[config.mk]
export PLATFORM = sky130hd
export DESIGN_NAME = acc_rnd_lim_stage
export DESIGN_NICKNAME = d
export VERILOG_FILES = /design/src/rtl/arls_pkg.sv /design/src/rtl/arls_regbank.sv /design/src/rtl/arls_window.sv /design/src/rtl/arls_clamp.sv /design/src/rtl/acc_rnd_lim_stage.sv
export SDC_FILE = /design/constraint.sdc
export NUM_CORES = 2
export LEC_CHECK = 0
export ABC_CLOCK_PERIOD_IN_PS = 6300
export BUFFER_PORTS_ARGS = -buffer_cell sky130_fd_sc_hd__buf_4
export CELL_PAD_IN_SITES_DETAIL_PLACEMENT = 1
export CELL_PAD_IN_SITES_GLOBAL_PLACEMENT = 1
export CORE_MARGIN = 1
export CORE_UTILIZATION = 33
export CTS_CLUSTER_SIZE = 12
export DETAILED_ROUTE_END_ITERATION = 12
export GPL_ROUTABILITY_DRIVEN = 1
export PLACE_DENSITY_LB_ADDON = 0.3
export RECOVER_POWER = 100
export SLEW_MARGIN = 20
export SYNTH_ARGS = -nofsm -noshare
export SYNTH_HDL_FRONTEND = slang
export SYNTH_SLANG_ARGS = --single-unit
[constraint.sdc]
create_clock -name clk -period 6.3 [get_ports clk]
set_input_delay 0.63 -clock clk [delete_from_list [all_inputs] [get_ports clk]]
set_output_delay 0.63 -clock clk [all_outputs]
set_load 0.1 [all_outputs]
[src/rtl/arls_pkg.sv]
package arls_pkg;

    localparam int ACC_W   = 32;
    localparam int OUT_W   = 16;
    localparam int SEL_W   = 4;
    localparam int SHF_W   = 5;
    localparam int NREG    = 1 << SEL_W;

    // controls captured with the sample
    typedef struct packed {
        logic [SHF_W-1:0] shift;
        logic [SEL_W-1:0] rnd_sel;
        logic [SEL_W-1:0] lim_sel;
        logic             lim_en_n;
        logic             oe_n;
    } ctl_t;

    typedef struct packed {
        logic [ACC_W-1:0] acc;
        ctl_t             ctl;
    } st_acc_t;

    typedef struct packed {
        logic [ACC_W-1:0] rnd;
        logic [SHF_W-1:0] shift;
        logic [SEL_W-1:0] lim_sel;
        logic             lim_en_n;
        logic             oe_n;
    } st_rnd_t;

    typedef struct packed {
        logic [OUT_W-1:0] win;
        logic [SEL_W-1:0] lim_sel;
        logic             lim_en_n;
        logic             oe_n;
    } st_win_t;

    typedef struct packed {
        logic [OUT_W-1:0] lim;
        logic             oe_n;
    } st_lim_t;

    typedef struct packed {
        st_acc_t          s1;
        st_rnd_t          s2;
        st_win_t          s3;
        st_lim_t          s4;
        logic [OUT_W-1:0] out;
    } pipe_t;

endpackage

[src/rtl/arls_regbank.sv]
module arls_regbank #(
    parameter int W     = 32,
    parameter int DEPTH = 16,
    parameter int AW    = $clog2(DEPTH)
) (
    input  logic          clk,
    input  logic          rst_n,
    input  logic          we_i,
    input  logic [AW-1:0] waddr_i,
    input  logic [W-1:0]  wdata_i,
    input  logic [AW-1:0] raddr_i,
    output logic [W-1:0]  rdata_o
);

    logic [DEPTH-1:0][W-1:0] bank_d, bank_q;

    always_comb begin
        bank_d = bank_q;
        if (we_i) begin
            bank_d[waddr_i] = wdata_i;
        end
    end

    always_ff @(posedge clk or negedge rst_n) begin
        if (!rst_n) begin
            bank_q <= '0;
        end else begin
            bank_q <= bank_d;
        end
    end

    assign rdata_o = bank_q[raddr_i];

endmodule

[src/rtl/arls_window.sv]
module arls_window #(
    parameter int IN_W  = 32,
    parameter int OUT_W = 16,
    parameter int SH_W  = 5
) (
    input  logic [IN_W-1:0]  data_i,
    input  logic [SH_W-1:0]  shift_i,
    output logic [OUT_W-1:0] win_o
);

    localparam int MAX_SH = IN_W - OUT_W;

    logic [MAX_SH:0][OUT_W-1:0] cand;

    for (genvar k = 0; k <= MAX_SH; k++) begin : g_cand
        assign cand[k] = data_i[k+OUT_W-1:k];
    end

    always_comb begin
        win_o = cand[MAX_SH];
        for (int k = 0; k < MAX_SH; k++) begin
            if (int'(shift_i) == k) begin
                win_o = cand[k];
            end
        end
    end

endmodule

[src/rtl/arls_clamp.sv]
module arls_clamp #(
    parameter int W = 16
) (
    input  logic [W-1:0]   val_i,
    input  logic [2*W-1:0] bounds_i,
    input  logic           en_n_i,
    output logic [W-1:0]   val_o
);

    logic signed [W-1:0] upper, lower, v;

    always_comb begin
        upper = bounds_i[2*W-1:W];
        lower = bounds_i[W-1:0];
        v     = val_i;
        val_o = val_i;
        if (!en_n_i) begin
            if (v > upper) begin
                val_o = upper;
            end else if (v < lower) begin
                val_o = lower;
            end
        end
    end

endmodule

[src/rtl/acc_rnd_lim_stage.sv]
module acc_rnd_lim_stage
    import arls_pkg::*;
(
    input  logic             clk,
    input  logic             rst_n,
    input  logic [ACC_W-1:0] sop_i,
    input  logic             acc_en_i,
    input  logic [SHF_W-1:0] shift_i,
    input  logic [SEL_W-1:0] rnd_sel_i,
    input  logic [SEL_W-1:0] lim_sel_i,
    input  logic             lim_en_n_i,
    input  logic             out_en_n_i,
    input  logic             cfg_we_i,
    input  logic             cfg_bank_i,
    input  logic [SEL_W-1:0] cfg_addr_i,
    input  logic [ACC_W-1:0] cfg_data_i,
    output logic [OUT_W-1:0] result_o
);

    pipe_t pipe_d, pipe_q;

    logic [ACC_W-1:0]   rnd_word;
    logic [2*OUT_W-1:0] lim_word;
    logic [OUT_W-1:0]   win_val;
    logic [OUT_W-1:0]   clamp_val;
    logic               we_rnd, we_lim;

    assign we_rnd = cfg_we_i && !cfg_bank_i;
    assign we_lim = cfg_we_i &&  cfg_bank_i;

    arls_regbank #(.W(ACC_W), .DEPTH(NREG)) u_rnd_bank (
        .clk     (clk),
        .rst_n   (rst_n),
        .we_i    (we_rnd),
        .waddr_i (cfg_addr_i),
        .wdata_i (cfg_data_i),
        .raddr_i (pipe_q.s1.ctl.rnd_sel),
        .rdata_o (rnd_word)
    );

    arls_regbank #(.W(2*OUT_W), .DEPTH(NREG)) u_lim_bank (
        .clk     (clk),
        .rst_n   (rst_n),
        .we_i    (we_lim),
        .waddr_i (cfg_addr_i),
        .wdata_i (cfg_data_i[2*OUT_W-1:0]),
        .raddr_i (pipe_q.s3.lim_sel),
        .rdata_o (lim_word)
    );

    arls_window #(.IN_W(ACC_W), .OUT_W(OUT_W), .SH_W(SHF_W)) u_window (
        .data_i  (pipe_q.s2.rnd),
        .shift_i (pipe_q.s2.shift),
        .win_o   (win_val)
    );

    arls_clamp #(.W(OUT_W)) u_clamp (
        .val_i    (pipe_q.s3.win),
        .bounds_i (lim_word),
        .en_n_i   (pipe_q.s3.lim_en_n),
        .val_o    (clamp_val)
    );

    always_comb begin
        pipe_d = pipe_q;

        // stage 1: accumulate or restart
        pipe_d.s1.acc          = acc_en_i ? (pipe_q.s1.acc + sop_i) : sop_i;
        pipe_d.s1.ctl.shift    = shift_i;
        pipe_d.s1.ctl.rnd_sel  = rnd_sel_i;
        pipe_d.s1.ctl.lim_sel  = lim_sel_i;
        pipe_d.s1.ctl.lim_en_n = lim_en_n_i;
        pipe_d.s1.ctl.oe_n     = out_en_n_i;

        // stage 2: add offset
        pipe_d.s2.rnd      = pipe_q.s1.acc + rnd_word;
        pipe_d.s2.shift    = pipe_q.s1.ctl.shift;
        pipe_d.s2.lim_sel  = pipe_q.s1.ctl.lim_sel;
        pipe_d.s2.lim_en_n = pipe_q.s1.ctl.lim_en_n;
        pipe_d.s2.oe_n     = pipe_q.s1.ctl.oe_n;

        // stage 3: window
        pipe_d.s3.win      = win_val;
        pipe_d.s3.lim_sel  = pipe_q.s2.lim_sel;
        pipe_d.s3.lim_en_n = pipe_q.s2.lim_en_n;
        pipe_d.s3.oe_n     = pipe_q.s2.oe_n;

        // stage 4: clamp
        pipe_d.s4.lim  = clamp_val;
        pipe_d.s4.oe_n = pipe_q.s3.oe_n;

        // stage 5: output register
        if (!pipe_q.s4.oe_n) begin
            pipe_d.out = pipe_q.s4.lim;
        end
    end

    always_ff @(posedge clk or negedge rst_n) begin
        if (!rst_n) begin
            pipe_q <= '0;
        end else begin
            pipe_q <= pipe_d;
        end
    end

    assign result_o = pipe_q.out;

endmodule

; After elaboration in Yosys (flattened, before gate mapping)
; Cells that the tools add are included.
[op_classes]
reduce_logical = 5
eq_ne = 15
mux = 28
add_sub_neg = 2
order_cmp = 6
[ops]
columns = op, count
row1 = 512-bit bitwise mux, 2
row2 = 16-bit two-way mux, 19
row3 = 32-bit binary-select mux with 4-bit select, 2
row4 = 32-bit demux with 4-bit select, 1
row5 = 32-bit two-way mux, 4
row6 = 32-bit adder, 2
row7 = "5-bit equality test, second input constant", 8
row8 = "5-bit by 4-bit equality test with 1-bit output, second input constant", 4
row9 = 16-bit greater-than comparator, 1
row10 = 16-bit less-than comparator, 1
row11 = "4-bit by 5-bit less-than comparator with 1-bit output, second input constant", 3
row12 = "5-bit by 3-bit equality test with 1-bit output, second input constant", 2
row13 = "5-bit by 2-bit equality test with 1-bit output, second input constant", 1
row14 = 5-bit zero test, 1
row15 = "4-bit by 1-bit >= comparator with 1-bit output, second input constant", 1
row16 = 1-bit logical AND, 3
row17 = 1-bit zero test, 1
[totals]
regBits = 1169
wordCells = 106
in_bits = 88
out_inout_bits = 16

; Depth between registers and ports, before layout
[logic_depth]
ltp_word = 17
depth_mapped = 18
mapped_depth_nobuf = 14

; By module
; From an unflattened synthesis, not the netlist that was laid out.
[unflattened]
hier_cells = 4177
hier_area_um2 = 57807.9
[by_module_without_submodules]
columns = mod, seq_area_each_um2, cells_per_inst, area_each_um2, instances
row1 = arls_regbank, 12812.3, 1404, 22774.3, 2
row2 = acc_rnd_lim_stage, 3628.5, 682, 7576.0, 1
row3 = arls_window, 0.0, 500, 3271.9, 1
row4 = arls_clamp, 0.0, 187, 1411.4, 1

; Least setup slack after synthesis
; Ideal clock, no wire load.
[synth_path]
kind = register -> register
startpoint = register pipe_q[104] (netlist bit)
endpoint = register pipe_q[97] (netlist bit)
required_ns = 6.175
setup_time_ns = 0.125
n_path_buf = 3
arrival_time_ns = 4.797
period_less_slack_ns = 4.923
path_slack_ns = 1.377
path_stages_with_launch = 16
cell_sequence = dfrtp_1 > buf_1 > clkbuf_1 > buf_1 > mux4_2 > mux4_2 > ha_1 > a21o_1 > a21oi_1 > o21a_1 > o211ai_1 > o311ai_1 > a211oi_1 > o211a_1 > o41a_1 > xnor2_1
[synth_rtl]
columns = element, line_no
row1 = start: declaration, acc_rnd_lim_stage.sv:20  ; pipe_t pipe_d, pipe_q;
row2 = start signal: assignment, acc_rnd_lim_stage.sv:102  ; pipe_q <= pipe_d;

==> reports/qor.log <==
qor: status.run_status complete, but fails checks
qor: status.failed_checks max-capacitance violations, max-slew violations
qor: sta.post-route-worst-setup-slack 0.811 ns
qor: synth.synth_flop_cell sky130_fd_sc_hd__dfrtp_1
qor: clock_tree.cts-buffers-inserted 135
qor: cells_and_area.drive_above_1_share 0.185
qor: sta.hold_violations 0
qor: route.drt-total-wl 164000 um
qor: critical_path.timing.critical_path.required 6.99 ns
qor: route.post_drt_wl_per_cell 26.4 um
qor: placement.dpl_worst_slack 1.22 ns
qor: run.max_cap_violations 40
qor: worst_hold_path.hold_class input pin to flip-flop
qor: synth.synthTopCellsByCount 1169 x sky130_fd_sc_hd__dfrtp_1, 1030 x sky130_fd_sc_hd__mux2_1, 317 x sky130_fd_sc_hd__mux4_2, 241 x sky130_fd_sc_hd__clkbuf_1, 126 x sky130_fd_sc_hd__nor2_1
qor: cells_and_area.area.growth.synth_to_final 13.2%
qor: critical_path.r2r_end pipe_q[96]
qor: global_route.grt_pass1_vias 37100
qor: cells_and_area.post-route-cell-area 63900 um2
qor: sta.final-setup-viol-count 0
qor: clock_tree.clock_tree.buffer_depth 3
qor: critical_path.worst_r2r_startpoint pipe_q[104]
qor: global_route.global_route_met3_utilization 0.0287
qor: sta.layout_min_cycle_time 5.49 ns
qor: route.detail_route.drc_violations 0
qor: global_route.grt_remaining_overflow 0
qor: synth.synth_area 56400 um2
qor: floorplan.die_outline_area 173000 um2
qor: floorplan.placement_rows 151
qor: global_route.grt_first_pass_wirelength 253000 um
qor: floorplan.floorplan.die.width 415 um
qor: synth.ys_ff_latch 1169
qor: route.drt.antenna.violating_nets 0
qor: power.power_density_over_cell_area 381 nW/um2
qor: synth.synth_fp_nets 4070
qor: global_route.groute.layer.met1.usage 0.270
qor: synth.sequential_area_share_after_synthesis 0.519
qor: critical_path.reg2reg_depth 15
qor: critical_path.crit_path_end_kind flip-flop
qor: critical_path.timing.critical_path.from_type flip-flop
qor: clock_tree.h-tree-depth 4
qor: global_route.busiest_layer met2
qor: sta.fin_crit_sh 0.871
qor: critical_path.worstSetupStartpoint pipe_q[104]
qor: sta.fmax 182 MHz
qor: global_route.grt_antenna_before_repair 14
qor: synth.yosys.cell_count.top_type sky130_fd_sc_hd__dfrtp_1
qor: clock_tree.cts-root-buf sky130_fd_sc_hd__clkbuf_16
qor: power.p_leak 28.4 nW
qor: floorplan.start_util 0.333
qor: global_route.grt_start_max_net_pins 168
qor: critical_path.worst_ep_arrival_time 6.17 ns
qor: synth.synthesis.area_per_instance 14.5 um2
qor: clock_tree.number_of_instances_resized_during_post_cts_repair 0
qor: synth.yosysWarnings 0
qor: critical_path.endpoint pipe_q[96]
qor: route.first_pass_iters 5
qor: power.worst_ir_drop_vdd 217 uV
qor: critical_path.kind_of_critical_path flip-flop to flip-flop
qor: floorplan.core_region_area 169000 um2
qor: sta.fin_setup_tns 0 ns
qor: placement.detailedPlacementHpwl 102000 um
qor: clock_tree.clock_tree_from_tritoncts built
qor: worst_hold_path.hold_path_depth 3
qor: route.drt_via_density 5.45
qor: clock_tree.cts.clk_slew.worst_paths 0.07 ns
qor: cells_and_area.final_net_count 4077
qor: synth.syn-instance-count 3887
qor: sta.max_slew_margin -1.41
qor: floorplan.num_io_pins 104
qor: critical_path.regToRegSetupSlack 0.81 ns
qor: sta.slew_viol_final 1676
qor: sta.worst_clock_skew 0.0266 ns
qor: placement.placedInstanceArea 59600 um2
qor: synth.synth_enable_flop_cells 0
qor: critical_path.worst-path-max-fanout 29
qor: synth.synth_top_cells_by_area sky130_fd_sc_hd__dfrtp_1 52%, sky130_fd_sc_hd__mux2_1 21%, sky130_fd_sc_hd__mux4_2 13%
qor: clock_tree.tritoncts_num_sinks 1169
qor: synth.netlist.area_leader.share 0.519
qor: synth.synth_top_area_cell sky130_fd_sc_hd__dfrtp_1
qor: route.initialDrtViolationCount 2072
qor: global_route.grt.total_usage 0.194
qor: placement.gp_congestion 0.833
qor: sta.rsz0062_at_grt no
qor: synth.async_flop_share 1.00
qor: clock_tree.clk-insertion-delay-late 0.79 ns
qor: global_route.global_route_met2_usage 0.318
qor: floorplan.die_y 415 um
qor: placement.count_of_buffers_inserted_at_the_top_level_ports 103
qor: synth.synthDistinctLibCells 77
qor: route.route.vias.total 33900
qor: sta.max_slew.worst_pin.slew 3.62 ns
==> worst max-delay path: stages, from the launching register on <==
cell	delay, ns
sky130_fd_sc_hd__dfrtp_4	0.84
sky130_fd_sc_hd__clkbuf_1	0.79
sky130_fd_sc_hd__buf_4	0.32
sky130_fd_sc_hd__mux4_2	0.50
sky130_fd_sc_hd__mux4_2	0.55
sky130_fd_sc_hd__ha_1	0.36
sky130_fd_sc_hd__o21a_1	0.19
sky130_fd_sc_hd__o31a_1	0.14
sky130_fd_sc_hd__o211ai_1	0.26
sky130_fd_sc_hd__a31oi_1	0.18
sky130_fd_sc_hd__buf_4	0.19
sky130_fd_sc_hd__a41oi_1	0.41
sky130_fd_sc_hd__o211a_1	0.23
sky130_fd_sc_hd__o21bai_1	0.08
sky130_fd_sc_hd__a21oi_1	0.18
sky130_fd_sc_hd__xnor2_1	0.13
==> cells in the final DEF (no fill, tap or decap), types with 19 or more instances in the layout <==
cell type                   instances
sky130_fd_sc_hd__a211oi_1          25
sky130_fd_sc_hd__mux2_1          1034
sky130_fd_sc_hd__dfrtp_1         1161
sky130_fd_sc_hd__a21oi_1           82
sky130_fd_sc_hd__clkbuf_1          91
sky130_fd_sc_hd__mux4_2           317
sky130_fd_sc_hd__clkbuf_8          31
sky130_fd_sc_hd__o22ai_1           34
sky130_fd_sc_hd__a21o_1            38
sky130_fd_sc_hd__o21ai_0           46
sky130_fd_sc_hd__nand3_1           27
sky130_fd_sc_hd__mux2i_1           31
sky130_fd_sc_hd__nor2_1           117
sky130_fd_sc_hd__xnor2_1           39
sky130_fd_sc_hd__nor3_1            24
sky130_fd_sc_hd__clkbuf_16        137
sky130_fd_sc_hd__nand2_1           86
sky130_fd_sc_hd__a22oi_1           19
sky130_fd_sc_hd__ha_1              93
sky130_fd_sc_hd__mux2_2            37
sky130_fd_sc_hd__inv_1             44
sky130_fd_sc_hd__buf_4            114
==> cell families after synthesis <==
kind of cell / count (synthesis) / share of synthesized area
buffers and inverters: 391 / 0.0274
xor gates and xnor gates: 48 / 0.00745
muxes: 1422 / 0.347
AOI/OAI and AO/OA: 384 / 0.0464
adders and majority gates: 95 / 0.0213
and+or+nand+nor: 378 / 0.0317
DFF: 1169 / 0.519
==> sequential cells by signal, summed over array words and instances (netlist names) <==
| name | count |
|---|---|
| u_lim_bank.bank_q | 512 |
| result_o | 16 |
| pipe_d | 18 |
| pipe_q | 111 |
| u_rnd_bank.bank_q | 512 |
==> per-stage QoR <==
| step | hold slack, ns | total power [W] | instances | utilization |
|---|---|---|---|---|
| 6_report | 0.0661 | 0.0244 | 6219 | 0.377 |
| 5_1_grt | 0.0282 | 0.0256 | 6215 | 0.377 |
| 4_1_cts | 0.00421 | 0.0247 | 6210 | 0.379 |
| 3_5_place_dp | 0.338 | 0.0166 | 5959 | 0.352 |
| 3_3_place_gp | 0.334 | 0.0164 | 5959 | 0.352 |
| 2_1_floorplan | 0.331 | 0.0145 | 3887 | - |
==> cell type report <==
| class | count | area [um2] |
|---|---|---|
| Antenna cell | 8 | 20.0 |
| Timing Repair Buffer | 213 | 1450 |
| Clock inverter | 40 | 542 |
| Clock buffer | 196 | 3960 |
| Multi-Input combinational cell | 2327 | 25700 |
| Tap cell | 2218 | 2780 |
| Inverter | 48 | 180 |
| Fill cell | 17200 | 106000 |
| Sequential cell | 1169 | 29300 |
==> power breakdown <==
group / switching (W) / leakage (nW) / internal (W)
registers: 0.00138 / 14.8 / 0.00916
logic: 0.00303 / 11.4 / 0.00281
clock network: 0.00330 / 2.21 / 0.00468
total: 0.00771 / 28.4 / 0.0167
==> routing by layer <==
metal | vias up | part of all wire
met5 | - | 0.00016
met1 | 18600 | 0.46
met3 | 208 | 0.034
met2 | 569 | 0.49
li1 | 14500 | -
met4 | 4 | 0.019
==> worst min-delay path by stage <==
stage,from,endpoint,slack (ns)
2_1_floorplan,rst_n,pipe_d[16],0.33
3_3_place_gp,pipe_d[37],pipe_q[37],0.33
3_5_place_dp,pipe_d[35],pipe_q[35],0.34
4_1_cts,rnd_sel_i[0],pipe_q[104],0.004
5_1_grt,sop_i[18],pipe_q[131],0.03
6_report,sop_i[18],pipe_q[131],0.07
==> timing repair <==
item	4_1_cts	5_1_grt
hold buffers	15	1
hold endpoints to repair	84	1
endpoints found under the setup margin	0	0
setup buffers	0	0
No activity file was read; power rests on OpenSTA's default activity.
